--- src/rtl/trimcal_pkg.sv ---
package trimcal_pkg;
    localparam int BYTE_W = 8;
    localparam int CODE_W = BYTE_W - 1;

    typedef enum logic [2:0] {
        ST_LOAD, ST_IDLE, ST_ADDR, ST_AACK,
        ST_WBYTE, ST_WACK, ST_RBYTE, ST_SKIP
    } ctl_state_t;
endpackage

--- src/rtl/bus_filter.sv ---
module bus_filter #(
    parameter int   FILT_CYCLES = 12,
    parameter logic IDLE_VAL    = 1'b1
) (
    input  logic clk,
    input  logic rst_n,
    input  logic raw,
    output logic filt
);
    localparam int CW = $clog2(FILT_CYCLES + 1);

    logic          s1_q, s2_q;
    logic [CW-1:0] run_q;

    always_ff @(posedge clk or negedge rst_n) begin
        if (!rst_n) begin
            s1_q  <= IDLE_VAL;
            s2_q  <= IDLE_VAL;
            filt  <= IDLE_VAL;
            run_q <= '0;
        end else begin
            s1_q <= raw;
            s2_q <= s1_q;
            if (s2_q == filt) begin
                run_q <= '0;
            end else if (run_q == CW'(FILT_CYCLES - 1)) begin
                filt  <= s2_q;
                run_q <= '0;
            end else begin
                run_q <= run_q + 1'b1;
            end
        end
    end

    // The filtered level only ever takes a value the synchroniser held.
    assert_filter_follows_R9: assert property (@(posedge clk) disable iff (!rst_n)
        !$stable(filt) |-> (filt == $past(s2_q)));
endmodule

--- src/rtl/nv_cell.sv ---
module nv_cell #(
    parameter int                DATA_W      = 7,
    parameter logic [DATA_W-1:0] INIT        = '0,
    parameter int                PROG_CYCLES = 1000
) (
    input  logic              clk,
    input  logic              por_n,
    input  logic              prog_req,
    input  logic [DATA_W-1:0] prog_data,
    output logic [DATA_W-1:0] stored,
    output logic              busy
);
    localparam int CW = $clog2(PROG_CYCLES + 1);

    logic [DATA_W-1:0] pend_q;
    logic [CW-1:0]     cnt_q;

    always_ff @(posedge clk or negedge por_n) begin
        if (!por_n) begin
            stored <= INIT;
            pend_q <= '0;
            busy   <= 1'b0;
            cnt_q  <= '0;
        end else if (busy) begin
            if (cnt_q == CW'(PROG_CYCLES - 1)) begin
                stored <= pend_q;
                busy   <= 1'b0;
            end else begin
                cnt_q <= cnt_q + 1'b1;
            end
        end else if (prog_req) begin
            pend_q <= prog_data;
            busy   <= 1'b1;
            cnt_q  <= '0;
        end
    end

    assert_prog_starts_R4: assert property (@(posedge clk) disable iff (!por_n)
        (prog_req && !busy) |=> busy);
    assert_store_idle_hold_R4: assert property (@(posedge clk) disable iff (!por_n)
        !busy |=> $stable(stored));
endmodule

--- src/rtl/trim_code_i2c.sv ---
module trim_code_i2c
    import trimcal_pkg::*;
#(
    parameter logic [6:0]        SLAVE_ADDR  = 7'b1001111,
    parameter logic [BYTE_W-1:0] NV_INIT     = 8'h80,
    parameter int                FILT_CYCLES = 12,
    parameter int                PROG_CYCLES = 20_000_000
) (
    input  logic              clk,
    input  logic              por_n,
    input  logic              rst_n,
    input  logic              scl_in,
    input  logic              sda_in,
    input  logic              wp_in,
    output logic              sda_pull_low,
    output logic [CODE_W-1:0] dac_code,
    output logic              prog_busy
);
    localparam int         BCW   = $clog2(BYTE_W + 1);
    localparam int         NLINE = 3;
    localparam logic [2:0] IDLE  = 3'b011;   // wp idles low, bus lines high

    // Input conditioning: scl, sda, write enable
    logic [NLINE-1:0] raw_v, filt_v;
    assign raw_v = {wp_in, sda_in, scl_in};

    for (genvar i = 0; i < NLINE; i++) begin : g_line
        bus_filter #(.FILT_CYCLES(FILT_CYCLES), .IDLE_VAL(IDLE[i])) u_filt (
            .clk  (clk),
            .rst_n(rst_n),
            .raw  (raw_v[i]),
            .filt (filt_v[i])
        );
    end

    logic scl_f, sda_f, wp_f, scl_p, sda_p;
    assign scl_f = filt_v[0];
    assign sda_f = filt_v[1];
    assign wp_f  = filt_v[2];

    always_ff @(posedge clk or negedge rst_n) begin
        if (!rst_n) begin
            scl_p <= 1'b1;
            sda_p <= 1'b1;
        end else begin
            scl_p <= scl_f;
            sda_p <= sda_f;
        end
    end

    logic scl_rise, scl_fall, start_ev, stop_ev;
    assign scl_rise = scl_f & ~scl_p;
    assign scl_fall = ~scl_f & scl_p;
    assign start_ev = scl_f & scl_p & sda_p & ~sda_f;
    assign stop_ev  = scl_f & scl_p & ~sda_p & sda_f;

    // Retained copy
    logic              prog_req, nv_busy;
    logic [CODE_W-1:0] nv_code;
    logic [BYTE_W-1:0] shreg_q, shreg_d;

    nv_cell #(
        .DATA_W     (CODE_W),
        .INIT       (NV_INIT[BYTE_W-1:1]),
        .PROG_CYCLES(PROG_CYCLES)
    ) u_nv (
        .clk      (clk),
        .por_n    (por_n),
        .prog_req (prog_req),
        .prog_data(shreg_q[BYTE_W-1:1]),
        .stored   (nv_code),
        .busy     (nv_busy)
    );

    // Controller
    ctl_state_t        st_q, st_d;
    logic [BCW-1:0]    bcnt_q, bcnt_d;
    logic              rw_q, rw_d, sda_low_q, sda_low_d;
    logic [CODE_W-1:0] dac_q, dac_d;
    logic              addr_hit, bits_done;

    assign addr_hit  = (shreg_q[BYTE_W-1:1] == SLAVE_ADDR);
    assign bits_done = (bcnt_q == BCW'(BYTE_W));

    always_comb begin
        st_d      = st_q;
        shreg_d   = shreg_q;
        bcnt_d    = bcnt_q;
        rw_d      = rw_q;
        sda_low_d = sda_low_q;
        dac_d     = dac_q;
        prog_req  = 1'b0;
        if (st_q == ST_LOAD) begin
            dac_d = nv_code;
            st_d  = ST_IDLE;
        end else if (start_ev) begin
            st_d      = ST_ADDR;
            bcnt_d    = '0;
            sda_low_d = 1'b0;
        end else if (stop_ev) begin
            st_d      = ST_IDLE;
            sda_low_d = 1'b0;
        end else begin
            unique case (st_q)
                ST_LOAD, ST_IDLE, ST_SKIP: ;
                ST_ADDR, ST_WBYTE: begin
                    if (scl_rise && !bits_done) begin
                        shreg_d = {shreg_q[BYTE_W-2:0], sda_f};
                        bcnt_d  = bcnt_q + 1'b1;
                    end else if (scl_fall && bits_done) begin
                        if (st_q == ST_ADDR) begin
                            if (addr_hit && (shreg_q[0] || !nv_busy)) begin
                                sda_low_d = 1'b1;
                                rw_d      = shreg_q[0];
                                st_d      = ST_AACK;
                            end else begin
                                st_d = ST_SKIP;
                            end
                        end else if (wp_f) begin
                            sda_low_d = 1'b1;
                            st_d      = ST_WACK;
                            if (shreg_q[0]) dac_d = shreg_q[BYTE_W-1:1];
                            else            prog_req = 1'b1;
                        end else begin
                            st_d = ST_SKIP;
                        end
                    end
                end
                ST_AACK: begin
                    if (scl_fall) begin
                        bcnt_d = '0;
                        if (rw_q) begin
                            shreg_d   = {dac_q, 1'b1};
                            sda_low_d = ~dac_q[CODE_W-1];
                            st_d      = ST_RBYTE;
                        end else begin
                            sda_low_d = 1'b0;
                            st_d      = ST_WBYTE;
                        end
                    end
                end
                ST_WACK: begin
                    if (scl_fall) begin
                        sda_low_d = 1'b0;
                        st_d      = ST_SKIP;
                    end
                end
                ST_RBYTE: begin
                    if (scl_rise) begin
                        bcnt_d = bcnt_q + 1'b1;
                    end else if (scl_fall) begin
                        if (bits_done) begin
                            sda_low_d = 1'b0;
                            st_d      = ST_SKIP;
                        end else begin
                            shreg_d   = {shreg_q[BYTE_W-2:0], 1'b1};
                            sda_low_d = ~shreg_q[BYTE_W-2];
                        end
                    end
                end
            endcase
        end
    end

    always_ff @(posedge clk or negedge rst_n) begin
        if (!rst_n) begin
            st_q      <= ST_LOAD;
            shreg_q   <= '0;
            bcnt_q    <= '0;
            rw_q      <= 1'b0;
            sda_low_q <= 1'b0;
            dac_q     <= '0;
        end else begin
            st_q      <= st_d;
            shreg_q   <= shreg_d;
            bcnt_q    <= bcnt_d;
            rw_q      <= rw_d;
            sda_low_q <= sda_low_d;
            dac_q     <= dac_d;
        end
    end

    always_comb begin
        sda_pull_low = sda_low_q;
        dac_code     = dac_q;
        prog_busy    = nv_busy;
    end

    assert_ack_only_own_addr_R1: assert property (@(posedge clk) disable iff (!rst_n)
        (st_q == ST_AACK) |-> (shreg_q[BYTE_W-1:1] == SLAVE_ADDR));
    assert_sda_moves_scl_low_R2: assert property (@(posedge clk) disable iff (!rst_n)
        !$stable(sda_low_q) |-> !scl_f);
    assert_no_write_while_busy_R5: assert property (@(posedge clk) disable iff (!rst_n)
        (st_q == ST_AACK && !rw_q) |-> !nv_busy);
    assert_protected_code_hold_R7: assert property (@(posedge clk) disable iff (!rst_n)
        (!wp_f && st_q != ST_LOAD) |=> $stable(dac_q));
endmodule

--- config.mk ---
export PLATFORM = sky130hd
export DESIGN_NAME = trim_code_i2c
export DESIGN_NICKNAME = d
export VERILOG_FILES = /design/src/rtl/trimcal_pkg.sv /design/src/rtl/bus_filter.sv /design/src/rtl/nv_cell.sv /design/src/rtl/trim_code_i2c.sv
export SDC_FILE = /design/constraint.sdc
export NUM_CORES = 1
export LEC_CHECK = 0
export ABC_CLOCK_PERIOD_IN_PS = 2700
export BUFFER_PORTS_ARGS = -buffer_cell sky130_fd_sc_hd__buf_2
export CORE_MARGIN = 2
export CORE_UTILIZATION = 55
export DETAILED_ROUTE_END_ITERATION = 10
export PLACE_DENSITY = 0.77
export SLEW_MARGIN = 25
export SYNTH_ARGS = -nofsm -noshare
export SYNTH_HDL_FRONTEND = slang
export SYNTH_HIERARCHICAL = 1
export SYNTH_SLANG_ARGS = --single-unit
--- constraint.sdc ---
create_clock -name clk -period 2.7 [get_ports clk]
set_input_delay 0.405 -clock clk [delete_from_list [all_inputs] [get_ports clk]]
set_output_delay 0.405 -clock clk [all_outputs]
set_load 0.02 [all_outputs]
==> metrics.yaml, run 1 <==
outcome: "complete, no violations"
synth-async-reset-ratio: 1.00
cts_tree: "yes"
postCtsSetupBuffers: 0
wirelength_um: 8950
track_usage: 0.224
synth_common_cells: "78 x dfrtp_1, 59 x nand2_1, 29 x a21oi_1"
path_clk_slew_ns: 0.09
drtIter0Drc: 160
worstSetupPathType: "reg2reg"
syn2layout_area_growth_pct: 8.14
nFillCells: 704
setup_violations: 0
syn_area_per_cell_um2: 10.0
dp_cells: 562
grt_pass1_wl_um: 15700
io_buffers: 14
drc: 0
synth_top_family_by_area: "simple AND/OR/NAND/NOR gates"
cp.required_ns: 3.00
rsz0062_at_grt: "no"
gr-total-overflow: 0
crit_path_end_kind: "flip-flop"
synth_seq_area_share: 0.483
dr.pass1.iters: 5
cp_data_arrival_time_ns: 2.70
final_antenna_net_count: 0
htreeDepth: 3
clk_latency_ns: 0.36
num_rows: 33
yosys.cell_types.count: 72
ios: 15
muxShareOfSynthArea: 0.0698
hold_viol_final: 0
cts_root_buf: "clkbuf_8"
dpl.hpwl_um: 6290
diodes: 0
die_h_um: 94.8
post_cts_resized: 0
ys.warnings.count: 6
worst_hold_slack_ns: 0.0188
via_count: 3480
cts-hold-fix-buffers: 0
synth_area_um2: 4530
synth_fa_ha_area_frac: 0.0188
finalNonFillerCells: 578
grt_pass1_vias: 3315
die_x_um: 94.8
min_period_over_period: 0.887
antenna_found_initial: 0
drv_cap: 0
synth_xor_area_frac: 0.0113
yosysMostFrequentCell: "dfrtp_1"
fin_area_um2: 4900
core_area_um2: 8090
die_area_um2: 8980
placed_area_um2: 4700
synth_top_area_cell: "dfrtp_1"
via_per_inst: 6.02
final.setup.tns_ns: 0
syn_inst: 453
cellPowerDensity_nw_per_um2: 578
drive_gt1_frac: 0.169
synth_edf_count: 0
cp-start-kind: "flip-flop"
yosysTopAreaCellShare: 0.431
clockBufferDepth: 2
slew_headroom: 0.409
worst_clock_skew_ns: 0.00868
final_util: 0.606
tightest_slew_ns: 0.887
grt_max_degree: 41
multiInputGateArea_um2: 2200
initial_core_util: 0.560
ys_ff_latch: 87
final_nets: 480
numCtsBuffers: 9
synthSimpleGateAreaFrac: 0.236
period_minus_slack_ns: 2.40
synth_area_leaders: "dfrtp_1 43%, dfstp_2 5.2%, nand2_1 4.9%"
routabilityCongestion: 0.876
seq_area_um2: 2190
holdCritPathClass: "in2async"
ir_worst_vdd_mv: 0.356
synth-compound-area-share: 0.149
synth_nets: 465
wl_per_cell_um: 15.5
numClockSinks: 87
leakage_nw: 2.16
ys.flop_type: "dfrtp_1"
timing.fmax_mhz: 417
crit_fanout: 8
report.final.slew_viol_count: 0
cell type report:
cell class,instances,area share
Clock buffer,11,0.0288
Clock inverter,5,0.0117
Inverter,13,0.00995
Multi-Input combinational cell,335,0.450
Sequential cell,87,0.446
Tap cell,105,0.0268
Timing Repair Buffer,22,0.0265
metal layers:
layer / track usage / wire length (um)
met4: 0.0749 / 125
met2: 0.371 / 4450
met3: 0.0391 / 320
met1: 0.298 / 4060
met5: 0 / 0
path summary, 6_finish.rpt:
path | slack, ns | startpoint | endpoint | depth (start not counted)
setup / recovery | 0.30 | bcnt_q[0] | u_nv/pend_q[2] | 9
hold / removal | 0.02 | rst_n | g_line[0].u_filt/run_q[2] | 1
setup reg to reg | 0.30 | bcnt_q[0] | u_nv/pend_q[2] | 9
hold reg to reg | 0.36 | g_line[0].u_filt/s1_q | g_line[0].u_filt/s2_q | 0
max in group asynchronous | 1.94 | rst_n | g_line[0].u_filt/s1_q | 2
min in group clk | 0.14 | scl_in | g_line[0].u_filt/s1_q | 1
report_power, final:
group / internal (mW) / leakage (nW) / switching [mW]
registers: 1.35 / 1.16 / 0.0470
clock network: 0.454 / 0.103 / 0.469
logic: 0.216 / 0.891 / 0.303
total: 2.02 / 2.16 / 0.819
stage by stage:
| step | setup slack (ns) | power [mW] |
|---|---|---|
| 3_3_place_gp | 0.434 | 1.92 |
| 3_5_place_dp | 0.385 | 1.93 |
| 2_1_floorplan | 0.709 | 1.82 |
| 4_1_cts | 0.347 | 2.85 |
| 6_report | 0.304 | 2.83 |
| 5_1_grt | 0.0601 | 2.98 |
placed cells by master (no fill, tap or decap), types with 6 or more instances in the layout:
cell type / instances
dfstp_2: 9
a21oi_1: 29
nor3_1: 8
and4_1: 6
dfrtp_1: 78
buf_4: 8
nor2_1: 26
nand4_1: 7
nand3_1: 21
mux2i_1: 20
o21ai_0: 26
o31ai_1: 6
o21ai_1: 10
and2_1: 6
clkbuf_8: 10
nor2b_1: 6
ha_1: 6
nand2_1: 59
inv_1: 12
mux2_2: 7
buf_2: 14
registers in the layout, summed over array words and instances (netlist names), 3 cells and up:
register,cells
u_nv/stored,7
g_line.u_filt/filt,3
shreg_q,8
g_line.u_filt/s1_q,3
u_nv/pend_q,7
bcnt_q,4
g_line.u_filt/run_q,12
dac_code,7
u_nv/cnt_q,25
st_q,3
g_line.u_filt/s2_q,3
critical path, stage by stage, from the launching register on:
cell and delay [ns]:
dfrtp_1 0.43, inv_1 0.07, ha_1 0.17, nand3b_2 0.14, nor2_2 0.23, inv_1 0.08
nor4_1 0.48, nor2b_1 0.51, nand2_1 0.13, nand2_1 0.09
logic make-up after synthesis:
kind of cell,after synthesis
simple gates,187
compound gates,106
flops,87
buf+inv,31
mux,30
fa+ha+maj,7
xor+xnor,5
Power figures use the tool's default switching activity.
==> run 2: changes to the inputs <==
--- a/config.mk
+++ b/config.mk
@@ -5,6 +5,7 @@
 export SDC_FILE = /design/constraint.sdc
 export NUM_CORES = 1
 export LEC_CHECK = 0
+export ABC_AREA = 1
 export ABC_CLOCK_PERIOD_IN_PS = 2700
 export BUFFER_PORTS_ARGS = -buffer_cell sky130_fd_sc_hd__buf_2
 export CORE_MARGIN = 2
==> run 2 against run 1 <==
  * Design area grew 6.5%
  * Final cell count grew 33%
  * Power shrank 16%
  * Fmax shrank 0.12%
  * Worst hold slack gained 0.10 ns
  * Synthesized cell count grew 40%
  * Via count grew 19%
  * Synthesized area grew 6.4%
  * Setup slack lost 0.0029 ns
  * Critical path depth grew 5
  * Global-route usage grew 1.4 points
  * Clock power grew 4.7%
  * Critical endpoint is now u_nv/cnt_q[21]
==> metrics.yaml, run 2 <==
synth_area_um2: 4820  # +6.4%
synth_seq_area_share: 0.454  # -0.0289
clk_latency_ns: 0.36  # about the same
final_antenna_net_count: 0  # unchanged
final_cell_mix: "193 x nand2_1, 78 x dfrtp_1, 74 x nor2_1"
seq_power_share: 0.559  # +0.068
largest_reg_flops: 25  # unchanged
cts_root_buf: "clkbuf_8"
routabilityCongestion: 0.901  # +2.9%
crit_buf_inv: 4  # +2
die_x_um: 97.6  # +3.0%
crit_fanout: 16  # +8
dpl.hpwl_um: 7520  # +20%
io_buffers: 14  # unchanged
fin_area_um2: 5220  # +6.5%
htreeDepth: 3  # unchanged
initial_core_util: 0.561  # +0.00101
dr.pass1.iters: 5  # unchanged
final_nets: 667  # +39%
rrSetupSlack_ns: 0.30  # about the same
yosys.cell_types.count: 36  # -50%
ir_worst_vdd_mv: 0.254  # -29%
worst_hold_slack_ns: 0.124  # +0.105 ns
holdCritPathClass: "in2async"
intPower_mw: 1.80  # -11%
gr-total-overflow: 0  # unchanged
drive_gt1_frac: 0.139  # -0.0297
crit_start: "bcnt_q[0]"
final.setup.tns_ns: 0  # unchanged
cts-hold-fix-buffers: 0  # unchanged
ys_ff_latch: 87  # unchanged
power_switching_mw: 0.594  # -27%
antenna_found_initial: 0  # unchanged
numClockSinks: 87  # unchanged
cts_tree: "yes"
syn_inst: 636  # +40%
layout_commonest_cell: "nand2_1"
cp.required_ns: 2.96  # -0.04 ns
timing.fmax_mhz: 417  # -0.12%
core_area_um2: 8590  # +6.2%
path_delay_family: "simple AND/OR/NAND/NOR gates"
diodes: 0  # unchanged
clockBufferDepth: 2  # unchanged
ys.flop_type: "dfrtp_1"
leakage_nw: 2.53  # +17%
worst_clock_skew_ns: 0.0200  # +0.0114 ns
ios: 15  # unchanged
cp-start-kind: "flip-flop"
worstSetupPathType: "reg2reg"
die_h_um: 97.6  # +3.0%
clkPwrFrac: 0.403  # +0.078
die_area_um2: 9530  # +6.1%
p_comb_frac: 0.037  # -0.146
post_cts_resized: 0  # unchanged
crit_top_cell: "nand2_1"
top_regs: "u_nv/cnt_q: 25 flops, g_line.u_filt/run_q: 12 flops, shreg_q: 8 flops"
swShare: 0.248  # -0.0409
grt_pass1_vias: 4126  # +24%
numCtsBuffers: 9  # unchanged
synth-async-reset-ratio: 1.00  # unchanged
track_usage: 0.238  # +0.0140
hold_viol_final: 0  # unchanged
grt_max_degree: 48  # +17%
crit_path_end_kind: "flip-flop"
r2r_start: "bcnt_q[0]"
drv_cap: 0  # unchanged
cpPeakStageDelay_ns: 0.44  # -0.07 ns
grt_pass1_wl_um: 18600  # +19%
synth_edf_count: 0  # unchanged
placed_area_um2: 4990  # +6.2%
synth_top_area_cell: "dfrtp_1"
finalPower_mw: 2.39  # -16%
min_period_over_period: 0.888  # +0.00109
cp_cell_sequence: "inv_1 > ha_1 > nand2_1 > nor2_1 > nand2_1 > inv_1 > nand3_1 > nor4_2 > nand2_2 > buf_4 > nand2_1 > nand2_1 > nand2_1 > inv_1"
nFillCells: 766  # +8.8%
drtIter0Drc: 286  # +79%
synth_nets: 648  # +39%
final_util: 0.607  # +0.00156
synth_common_cells: "195 x nand2_1, 78 x dfrtp_1, 74 x nor2_1"
report.final.slew_viol_count: 0  # unchanged
syn_area_per_cell_um2: 7.58  # -24%
cellPowerDensity_nw_per_um2: 459  # -21%
setup_violations: 0  # unchanged
wirelength_um: 10600  # +19%
num_rows: 34  # +3.0%
postCtsSetupBuffers: 0  # unchanged
synth_area_leaders: "dfrtp_1 40%, nand2_1 15%, nand3_1 6.3%"
via_count: 4151  # +19%
rsz0062_at_grt: "no"
cpMaxStageDelayCell: "dfrtp_1"
outcome: "complete, no violations"
via_per_inst: 5.40  # -10%
yosysTopAreaCellShare: 0.405  # -0.0258
cp_data_arrival_time_ns: 2.66  # -0.04 ns
slew_headroom: 0.406  # -0.00275
regMostFlops: "u_nv/cnt_q"
yosysMostFrequentCell: "nand2_1"
period_minus_slack_ns: 2.40  # +0.00293 ns
path_clk_slew_ns: 0.11  # +0.02 ns
syn2layout_area_growth_pct: 8.23  # about the same
tightest_slew_ns: 0.891  # +0.00412 ns
drc: 0  # unchanged
ys.warnings.count: 6  # unchanged
wl_per_cell_um: 13.9  # -11%
## run 2: changes by cell type after synthesis, sizes merged, moves of 7 or more
cell,change
mux2i,-20
nand3,+46
xor2,+9
nand2,+150
nor2,+55
a21oi,-24
o21ai,+14
nor3,-7
mux2,-10
inv,+53
nor2b,-7
## run 2: cells by family (layout without fill, tap and decap cells)
logic type | count (synthesis) | count (layout) | synth area share
AOI/OAI and AO/OA | 70 | 70 | 0.0833
xor gates and xnor gates | 16 | 16 | 0.0291
adders and majority gates | 6 | 6 | 0.0156
buffers and inverters | 80 | 104 | 0.0698
DFF | 87 | 87 | 0.454
and+or+nand+nor | 377 | 377 | 0.348
## run 2: layout make-up
cell class | count | area, um2 | share of cell area
Sequential cell | 87 | 2190 | 0.419
Clock buffer | 9 | 124 | 0.0237
Tap cell | 108 | 135 | 0.0259
Clock inverter | 7 | 88.8 | 0.0170
Inverter | 67 | 251 | 0.0482
Multi-Input combinational cell | 469 | 2310 | 0.442
Timing Repair Buffer | 21 | 123 | 0.0235
## run 2: final timing paths
kind | end | depth (start not counted)
worst max register to register | u_nv/cnt_q[21] | 14
worst max-delay path | u_nv/cnt_q[21] | 14
worst min-delay path | shreg_q[0] | 2
max in group asynchronous | u_nv/cnt_q[14] | 1
min in group clk | g_line[1].u_filt/s1_q | 1
worst min register to register | g_line[0].u_filt/s2_q | 0
## run 2: per-stage QoR
stage / cells / worst slack [ns]
floorplan: 636 / 0.847
global placement: 752 / 0.247
detailed placement: 752 / 0.187
CTS: 768 / 0.126
global route: 768 / 0.0163
finish: 768 / 0.301
## run 2: power by group through the flow
stage          registers (mW)  logic, mW  clock network [mW]
6_report                 1.34     0.0897               0.965
2_1_floorplan            1.36     0.0476                   0
5_1_grt                  1.34      0.104                1.03
3_5_place_dp             1.36     0.0915                   0
3_3_place_gp             1.36     0.0887                   0
4_1_cts                  1.34     0.0923               0.992
## run 2: worst register-to-register path, cell delays in order, from the launching register on
cell and delay (ns):
dfrtp_1 0.44, inv_1 0.08, ha_1 0.16, nand2_1 0.06, nor2_1 0.24, nand2_1 0.15, inv_1 0.10, nand3_1 0.11
nor4_2 0.25, nand2_2 0.22, buf_4 0.27, nand2_1 0.08, nand2_1 0.05, nand2_1 0.06, inv_1 0.04
## run 2: per-layer routing
layer  GRT usage  share of wire
met1       0.317           0.45
met5           0              0
met3      0.0367          0.055
met4      0.0897          0.014
met2       0.393           0.48
